**src/rtl/irq_arb_pkg.sv**
```systemverilog
package irq_arb_pkg;
  typedef logic [1:0] lvl_t;
  localparam lvl_t LVL_TOP = 2'd3;

  typedef struct packed {
    logic tli;
    lvl_t lvl;
  } frame_t;
endpackage

```
**src/rtl/irq_pend_bank.sv**
```systemverilog
module irq_pend_bank #(
  parameter int N = 8
) (
  input  logic         clk_i,
  input  logic         rst_ni,
  input  logic [N-1:0] set_i,
  input  logic [N-1:0] clr_i,
  input  logic [N-1:0] take_i,
  output logic [N-1:0] pend_o
);
  logic [N-1:0] pend_q;

  for (genvar i = 0; i < N; i++) begin : g_bit
    // new request beats grant-clear, explicit clear beats both
    always_ff @(posedge clk_i or negedge rst_ni) begin
      if (!rst_ni) pend_q[i] <= 1'b0;
      else         pend_q[i] <= ((pend_q[i] & ~take_i[i]) | set_i[i]) & ~clr_i[i];
    end
  end

  assign pend_o = pend_q;
endmodule

```
**src/rtl/irq_pick.sv**
```systemverilog
module irq_pick #(
  parameter int N     = 8,
  parameter int LW    = 2,
  localparam int IDX_W = (N > 1) ? $clog2(N) : 1
) (
  input  logic [N-1:0]    elig_i,
  input  logic [N*LW-1:0] lvls_i,
  output logic            valid_o,
  output logic [IDX_W-1:0] idx_o,
  output logic [LW-1:0]   lvl_o
);
  // index 0 has the highest hardware rank; strict compare keeps it on ties
  always_comb begin
    valid_o = 1'b0;
    idx_o   = '0;
    lvl_o   = '0;
    for (int i = 0; i < N; i++) begin
      if (elig_i[i] && (!valid_o || (lvls_i[i*LW +: LW] > lvl_o))) begin
        valid_o = 1'b1;
        idx_o   = IDX_W'(i);
        lvl_o   = lvls_i[i*LW +: LW];
      end
    end
  end
endmodule

```
**src/rtl/irq_lvl_stack.sv**
```systemverilog
module irq_lvl_stack
  import irq_arb_pkg::*;
#(
  parameter int DEPTH = 4
) (
  input  logic clk_i,
  input  logic rst_ni,
  input  logic take_i,
  input  logic flush_i,
  input  lvl_t take_lvl_i,
  input  logic take_tli_i,
  input  logic pop_i,
  output lvl_t lvl_o,
  output logic tli_o
);
  localparam int CW = $clog2(DEPTH + 1);

  frame_t        cur_q;
  frame_t        stk_q [DEPTH];
  logic [CW-1:0] cnt_q;

  logic push, pop;
  assign push = take_i & ~flush_i;
  assign pop  = pop_i & ~take_i;

  always_ff @(posedge clk_i or negedge rst_ni) begin
    if (!rst_ni) begin
      cur_q <= '{tli: 1'b0, lvl: LVL_TOP};
      cnt_q <= '0;
    end else if (take_i) begin
      if (flush_i) begin
        cur_q <= '{tli: 1'b0, lvl: LVL_TOP};
        cnt_q <= '0;
      end else begin
        cur_q <= '{tli: take_tli_i, lvl: take_lvl_i};
        if (cnt_q != CW'(DEPTH)) cnt_q <= cnt_q + 1'b1;
      end
    end else if (pop) begin
      if (cnt_q != '0) begin
        cur_q <= stk_q[0];
        cnt_q <= cnt_q - 1'b1;
      end else begin
        cur_q <= '0;
      end
    end
  end

  // entry 0 is the top; a push into a full stack drops the last entry
  for (genvar k = 0; k < DEPTH; k++) begin : g_ent
    frame_t up_val, dn_val;
    if (k == 0) begin : g_top
      assign dn_val = cur_q;
    end else begin : g_mid
      assign dn_val = stk_q[k-1];
    end
    if (k == DEPTH - 1) begin : g_bot
      assign up_val = '0;
    end else begin : g_nbot
      assign up_val = stk_q[k+1];
    end
    always_ff @(posedge clk_i or negedge rst_ni) begin
      if (!rst_ni)   stk_q[k] <= '0;
      else if (push) stk_q[k] <= dn_val;
      else if (pop)  stk_q[k] <= up_val;
    end
  end

  assign lvl_o = cur_q.lvl;
  assign tli_o = cur_q.tli;
endmodule

```
**src/rtl/irq_arbiter.sv**
```systemverilog
module irq_arbiter
  import irq_arb_pkg::*;
#(
  parameter int               N_SRC     = 8,
  parameter int               STK_DEPTH = 4,
  parameter logic [N_SRC-1:0] WAKE_MASK = '1,
  localparam int              VEC_W     = $clog2(N_SRC + 3),
  localparam int              IDX_W     = (N_SRC > 1) ? $clog2(N_SRC) : 1
) (
  input  logic               clk_i,
  input  logic               rst_ni,
  input  logic [N_SRC-1:0]   req_i,
  input  logic [N_SRC-1:0]   clr_i,
  input  logic [N_SRC-1:0]   en_i,
  input  logic [2*N_SRC-1:0] prio_i,
  input  logic               trap_i,
  input  logic               tli_i,
  input  logic               rst_req_i,
  input  logic               restore_i,
  output logic               take_o,
  output logic [VEC_W-1:0]   vec_o,
  output logic [1:0]         take_lvl_o,
  output logic [1:0]         lvl_o,
  output logic               wake_o
);
  localparam logic [VEC_W-1:0] V_TRAP = VEC_W'(N_SRC);
  localparam logic [VEC_W-1:0] V_TLI  = VEC_W'(N_SRC + 1);
  localparam logic [VEC_W-1:0] V_RST  = VEC_W'(N_SRC + 2);

  localparam int NM_TRAP = 0;
  localparam int NM_TLI  = 1;
  localparam int NM_RST  = 2;

  logic [N_SRC-1:0] pend, elig, m_take;
  logic [2:0]       nm_pend, nm_set, nm_take;
  logic             m_valid;
  logic [IDX_W-1:0] m_idx;
  lvl_t             m_lvl;
  lvl_t             run_lvl;
  logic             tli_act;
  logic             sel_rst, sel_tli, sel_trap, sel_nm, grant;

  irq_pend_bank #(.N(N_SRC)) u_mpend (
    .clk_i  (clk_i),
    .rst_ni (rst_ni),
    .set_i  (req_i),
    .clr_i  (clr_i),
    .take_i (m_take),
    .pend_o (pend)
  );

  assign nm_set = {rst_req_i, tli_i, trap_i};

  irq_pend_bank #(.N(3)) u_npend (
    .clk_i  (clk_i),
    .rst_ni (rst_ni),
    .set_i  (nm_set),
    .clr_i  (3'b000),
    .take_i (nm_take),
    .pend_o (nm_pend)
  );

  for (genvar i = 0; i < N_SRC; i++) begin : g_elig
    assign elig[i]   = pend[i] & en_i[i] & (prio_i[2*i +: 2] > run_lvl);
    assign m_take[i] = grant & ~sel_nm & (m_idx == IDX_W'(i));
  end

  irq_pick #(.N(N_SRC), .LW(2)) u_pick (
    .elig_i  (elig),
    .lvls_i  (prio_i),
    .valid_o (m_valid),
    .idx_o   (m_idx),
    .lvl_o   (m_lvl)
  );

  // fixed order among the level-3 sources: reset, top-level, trap
  assign sel_rst  = nm_pend[NM_RST];
  assign sel_tli  = ~sel_rst & nm_pend[NM_TLI];
  assign sel_trap = ~sel_rst & ~nm_pend[NM_TLI] & nm_pend[NM_TRAP] & ~tli_act;
  assign sel_nm   = sel_rst | sel_tli | sel_trap;
  assign grant    = ~restore_i & (sel_nm | m_valid);

  assign nm_take = {grant & sel_rst, grant & sel_tli, grant & sel_trap};

  always_comb begin
    if (sel_rst)       vec_o = V_RST;
    else if (sel_tli)  vec_o = V_TLI;
    else if (sel_trap) vec_o = V_TRAP;
    else               vec_o = VEC_W'(m_idx);
  end

  assign take_o     = grant;
  assign take_lvl_o = sel_nm ? LVL_TOP : m_lvl;

  irq_lvl_stack #(.DEPTH(STK_DEPTH)) u_stk (
    .clk_i      (clk_i),
    .rst_ni     (rst_ni),
    .take_i     (grant),
    .flush_i    (sel_rst),
    .take_lvl_i (take_lvl_o),
    .take_tli_i (sel_tli),
    .pop_i      (restore_i),
    .lvl_o      (run_lvl),
    .tli_o      (tli_act)
  );

  assign lvl_o  = run_lvl;
  assign wake_o = (|(pend & WAKE_MASK)) | (|nm_pend);
endmodule

```
**config.mk**
```make
export PLATFORM = sky130hd
export DESIGN_NAME = irq_arbiter
export DESIGN_NICKNAME = d
export VERILOG_FILES = /design/src/rtl/irq_arb_pkg.sv /design/src/rtl/irq_pend_bank.sv /design/src/rtl/irq_pick.sv /design/src/rtl/irq_lvl_stack.sv /design/src/rtl/irq_arbiter.sv
export SDC_FILE = /design/constraint.sdc
export NUM_CORES = 1
export LEC_CHECK = 0
export BUFFER_PORTS_ARGS = -buffer_cell sky130_fd_sc_hd__buf_2
export CAP_MARGIN = 20
export CORE_UTILIZATION = 55
export DETAILED_ROUTE_END_ITERATION = 10
export PLACE_DENSITY = 0.87
export REMOVE_ABC_BUFFERS = 1
export SYNTH_ARGS = -nofsm -noshare
export SYNTH_HDL_FRONTEND = slang
export SYNTH_SLANG_ARGS = --single-unit
```
**constraint.sdc**
```tcl
create_clock -name clk_i -period 11.2 [get_ports clk_i]
set_input_delay 0.56 -clock clk_i [delete_from_list [all_inputs] [get_ports clk_i]]
set_output_delay 0.56 -clock clk_i [all_outputs]
set_load 0.03 [all_outputs]
```
==> summary.txt <==
Synth
  • Cell with the most instances after synthesis: nand2_1
  • Syn Area/Cell: between 8 and 9 µm²
  • Xor and xnor fraction of the mapped netlist area: 0%
  • Most used flip-flop cell after synthesis: dfrtp_1
  • Top post-synthesis cells by area: dfrtp_1 26%, ha_1 16%, nand2_1 6.9%
  • Post-synth EDFFs: 0
  • Sequential area share after synthesis: ~28%
  • Largest family of logic cells by synthesized area: compound AO/OA/AOI/OAI gates
  • Post-Syn Area: 2610 µm²
  • Commonest cells in the netlist: 48 x nand2_1, 33 x ha_1, 27 x dfrtp_1
  • Yosys warnings: 0
  • Area leader, netlist: dfrtp_1
  • Synth Area in Simple Gates: between 20% and 30%
  • Synth Instances: 310
  • Synth Area in Adders: roughly 16%
  • Number of distinct library cells after synthesis: 55
  • Yosys reg bits: 29
  • Async set-reset flop share out of synthesis: 100%
  • Mux cell area share after synthesis: approximately 1.1%
  • Top-area cell type share of the netlist area: 25.8%
  • Synth Area in Compound Gates: 27.5%

Detailed routing
  • DR WL/cell: approximately 16 µm
  • Final wirelength: approximately 7 mm
  • Initial DRC count: between 100 and 150
  • Drt first pass iters: 8
  • Vias per cell: a little over 6
  • DRC viols: 0
  • Routed Antenna Nets: 0
  • Vias: 2616

Setup path
  • CP endpoint: take_lvl_o[0]
  • Crit path DAT: between 10000 and 15000 ps
  • Buf+Inv Stages, Crit Path: 3
  • Worst R2R End: u_mpend.pend_o[2]
  • Register-to-Register Path Depth: 51
  • Critical path type: reg -> out
  • Cell mode on critical path: ha_1
  • R2R Path Start: u_stk.lvl_o[1]
  • Max stage delay cell, worst path: dfstp_2
  • Critical path depth: 52
  • Worst-path fanout max: 9
  • CP peak stage delay: between 500 and 600 ps
  • CP endpoint kind: output pin
  • Worst reg-to-reg setup slack: 980 ps
  • CP top delay family: compound AO/OA/AOI/OAI gates
  • CP Data Required Time: between 10000 and 15000 ps
  • Crit path launch type: flip-flop
  • CP startpoint: u_stk.lvl_o[1]

Floorplan
  • I/O pin count: 56
  • Row count: 24
  • Core area: around 4500 µm²
  • Initial Util: between 50% and 60%
  • Die height: ~71 µm
  • Die width: a little over 70 µm
  • Area of the die: between 5000 and 6000 µm²

Cells and area
  • Diode count: 0
  • Share of cells above drive strength 1: roughly 28%
  • Area delta synth->final: 22.8%
  • Fillers: between 300 and 400
  • Nets: 455

Outcome
  • Outcome: finished clean

Timing
  • Slew Viols, Final: 0
  • Setup_tns: 0 ps
  • Fmax: about 93 MHz
  • Rel. slew slack: 57.2%
  • Final Cycle Share: ~96%
  • Final Skew: roughly 7.5 ps
  • Min cycle time layout: between 10000 and 15000 ps
  • Slew @ Worst Pin: ~640 ps
  • Final hold violation count: 0
  • # setup viols final: 0

Global route
  • Vias in the first global route: between 2000 and 2500
  • Largest net degree at the start of global routing: 32
  • GR Util All Layers: 28.1%
  • Gr ovfl total: 0
  • Global-route wire length before repair: about 11 mm
  • Initial antenna violation count: 0

Power and ir drop
  • Lkg Pwr: roughly 1.6 nW
  • Tot Pwr: between 0.4 and 0.5 mW
  • VDD IR max: 0.141 mV
  • Pwr/cell area: 130 nW/µm²

Place
  • RD Place Congestion: ~0.93
  • Port bufs: 55
  • DP Wirelength: ~5 mm

Flow run
  • Max-Cap Viols: 0

Clock tree
  • CTS Root Cell: clkbuf_8
  • Htree depth: 2
  • Worst-skew pair later-pin latency: 290 ps
  • CTS tree: yes
  • Register clock-pin slew on the reported worst setup and hold paths: approximately 70 ps
  • Clock buffer depth: 2
  • CTS sink count: 29
  • Num CTS Buffers: 5

Min path
  • Hold Path Class: in -> async
## stage by stage
stage | cells | setup slack, ps | util (%) | hold slack, ps | instance area (µm²)
3_5_place_dp | 411 | 375 | 65.5 | 490 | 2930
2_1_floorplan | 301 | 1240 | - | 264 | 2570
5_1_grt | 429 | -43.9 | 71.8 | 325 | 3210
6_report | 429 | 499 | 71.8 | 286 | 3210
3_3_place_gp | 411 | 537 | 65.5 | 486 | 2930
4_1_cts | 419 | 5.55 | 68.5 | 304 | 3070
## metal layers
metal	track usage [%]	wire, µm	share of wire [%]
met1	37.7	3170	46
met2	45.3	3200	46
met3	5.98	451	6.5
met4	9.56	138	2.0
met5	0	0	0
## final cells by class
cell class | instances | area, µm² | share of cell area (%)
multi-input cells | 251 | 1830 | 56.9
flip-flops and latches | 29 | 728 | 22.7
repair buffers | 68 | 373 | 11.6
inverters | 21 | 82.6 | 2.57
clock buffers | 5 | 68.8 | 2.14
clock inverters | 3 | 65.1 | 2.03
well taps | 52 | 65.1 | 2.03
## cells in the final DEF, fill, tap and decap left out, types with 5 or more instances in the layout
master | synthesis | routed
nor2b_1 | 15 | 15
a21o_1 | 6 | 6
o31ai_1 | 7 | 6
nand2b_1 | 13 | 13
buf_2 | 2 | 55
buf_4 | 0 | 13
nor2_1 | 14 | 14
inv_1 | 21 | 20
ha_1 | 33 | 33
nand2_1 | 48 | 46
o21ai_0 | 17 | 11
clkbuf_8 | 0 | 5
nor4_1 | 5 | 5
nor3_1 | 6 | 6
a22oi_1 | 10 | 9
a21oi_1 | 14 | 13
dfrtp_1 | 27 | 27
## how the worst min path moves through the flow
stage	start	endpoint	cells after the start
final	rst_ni	u_stk.g_ent[2].up_val[2]	1
after global routing	rst_ni	u_stk.g_ent[2].up_val[2]	1
after CTS	rst_ni	u_stk.g_ent[2].up_val[2]	1
after detailed placement	u_stk.g_ent[1].dn_val[1]	u_stk.g_ent[1].dn_val[1]	2
after global placement	u_stk.g_ent[1].dn_val[1]	u_stk.g_ent[1].dn_val[1]	2
after floorplan	rst_ni	u_mpend.pend_o[0]	0
## registers in the layout, summed over array words and instances (netlist names)
register	flops
u_mpend.pend_o	8
u_npend.pend_o	3
u_stk.cnt_q	3
u_stk.g_ent.dn_val	3
u_stk.g_ent.up_val	9
u_stk.lvl_o	2
u_stk.tli_o	1
## power breakdown
part           total [mW]  internal (mW)  switching [mW]
Clock               0.131         0.0883          0.0431
Combinational       0.155         0.0687          0.0858
Sequential          0.133          0.118          0.0150
## logic make-up after synthesis
| group | Yosys count |
|---|---|
| mux | 3 |
| compound gates | 97 |
| buf+inv | 30 |
| simple gates | 118 |
| fa+ha+maj | 33 |
| flops | 29 |
## repair_timing
item	4_1_cts	5_1_grt
setup endpoints to repair	0	12
resized for setup	0	23
hold buffers	0	0
buffers inserted	0	10
No activity file was read; power rests on OpenSTA's default activity.
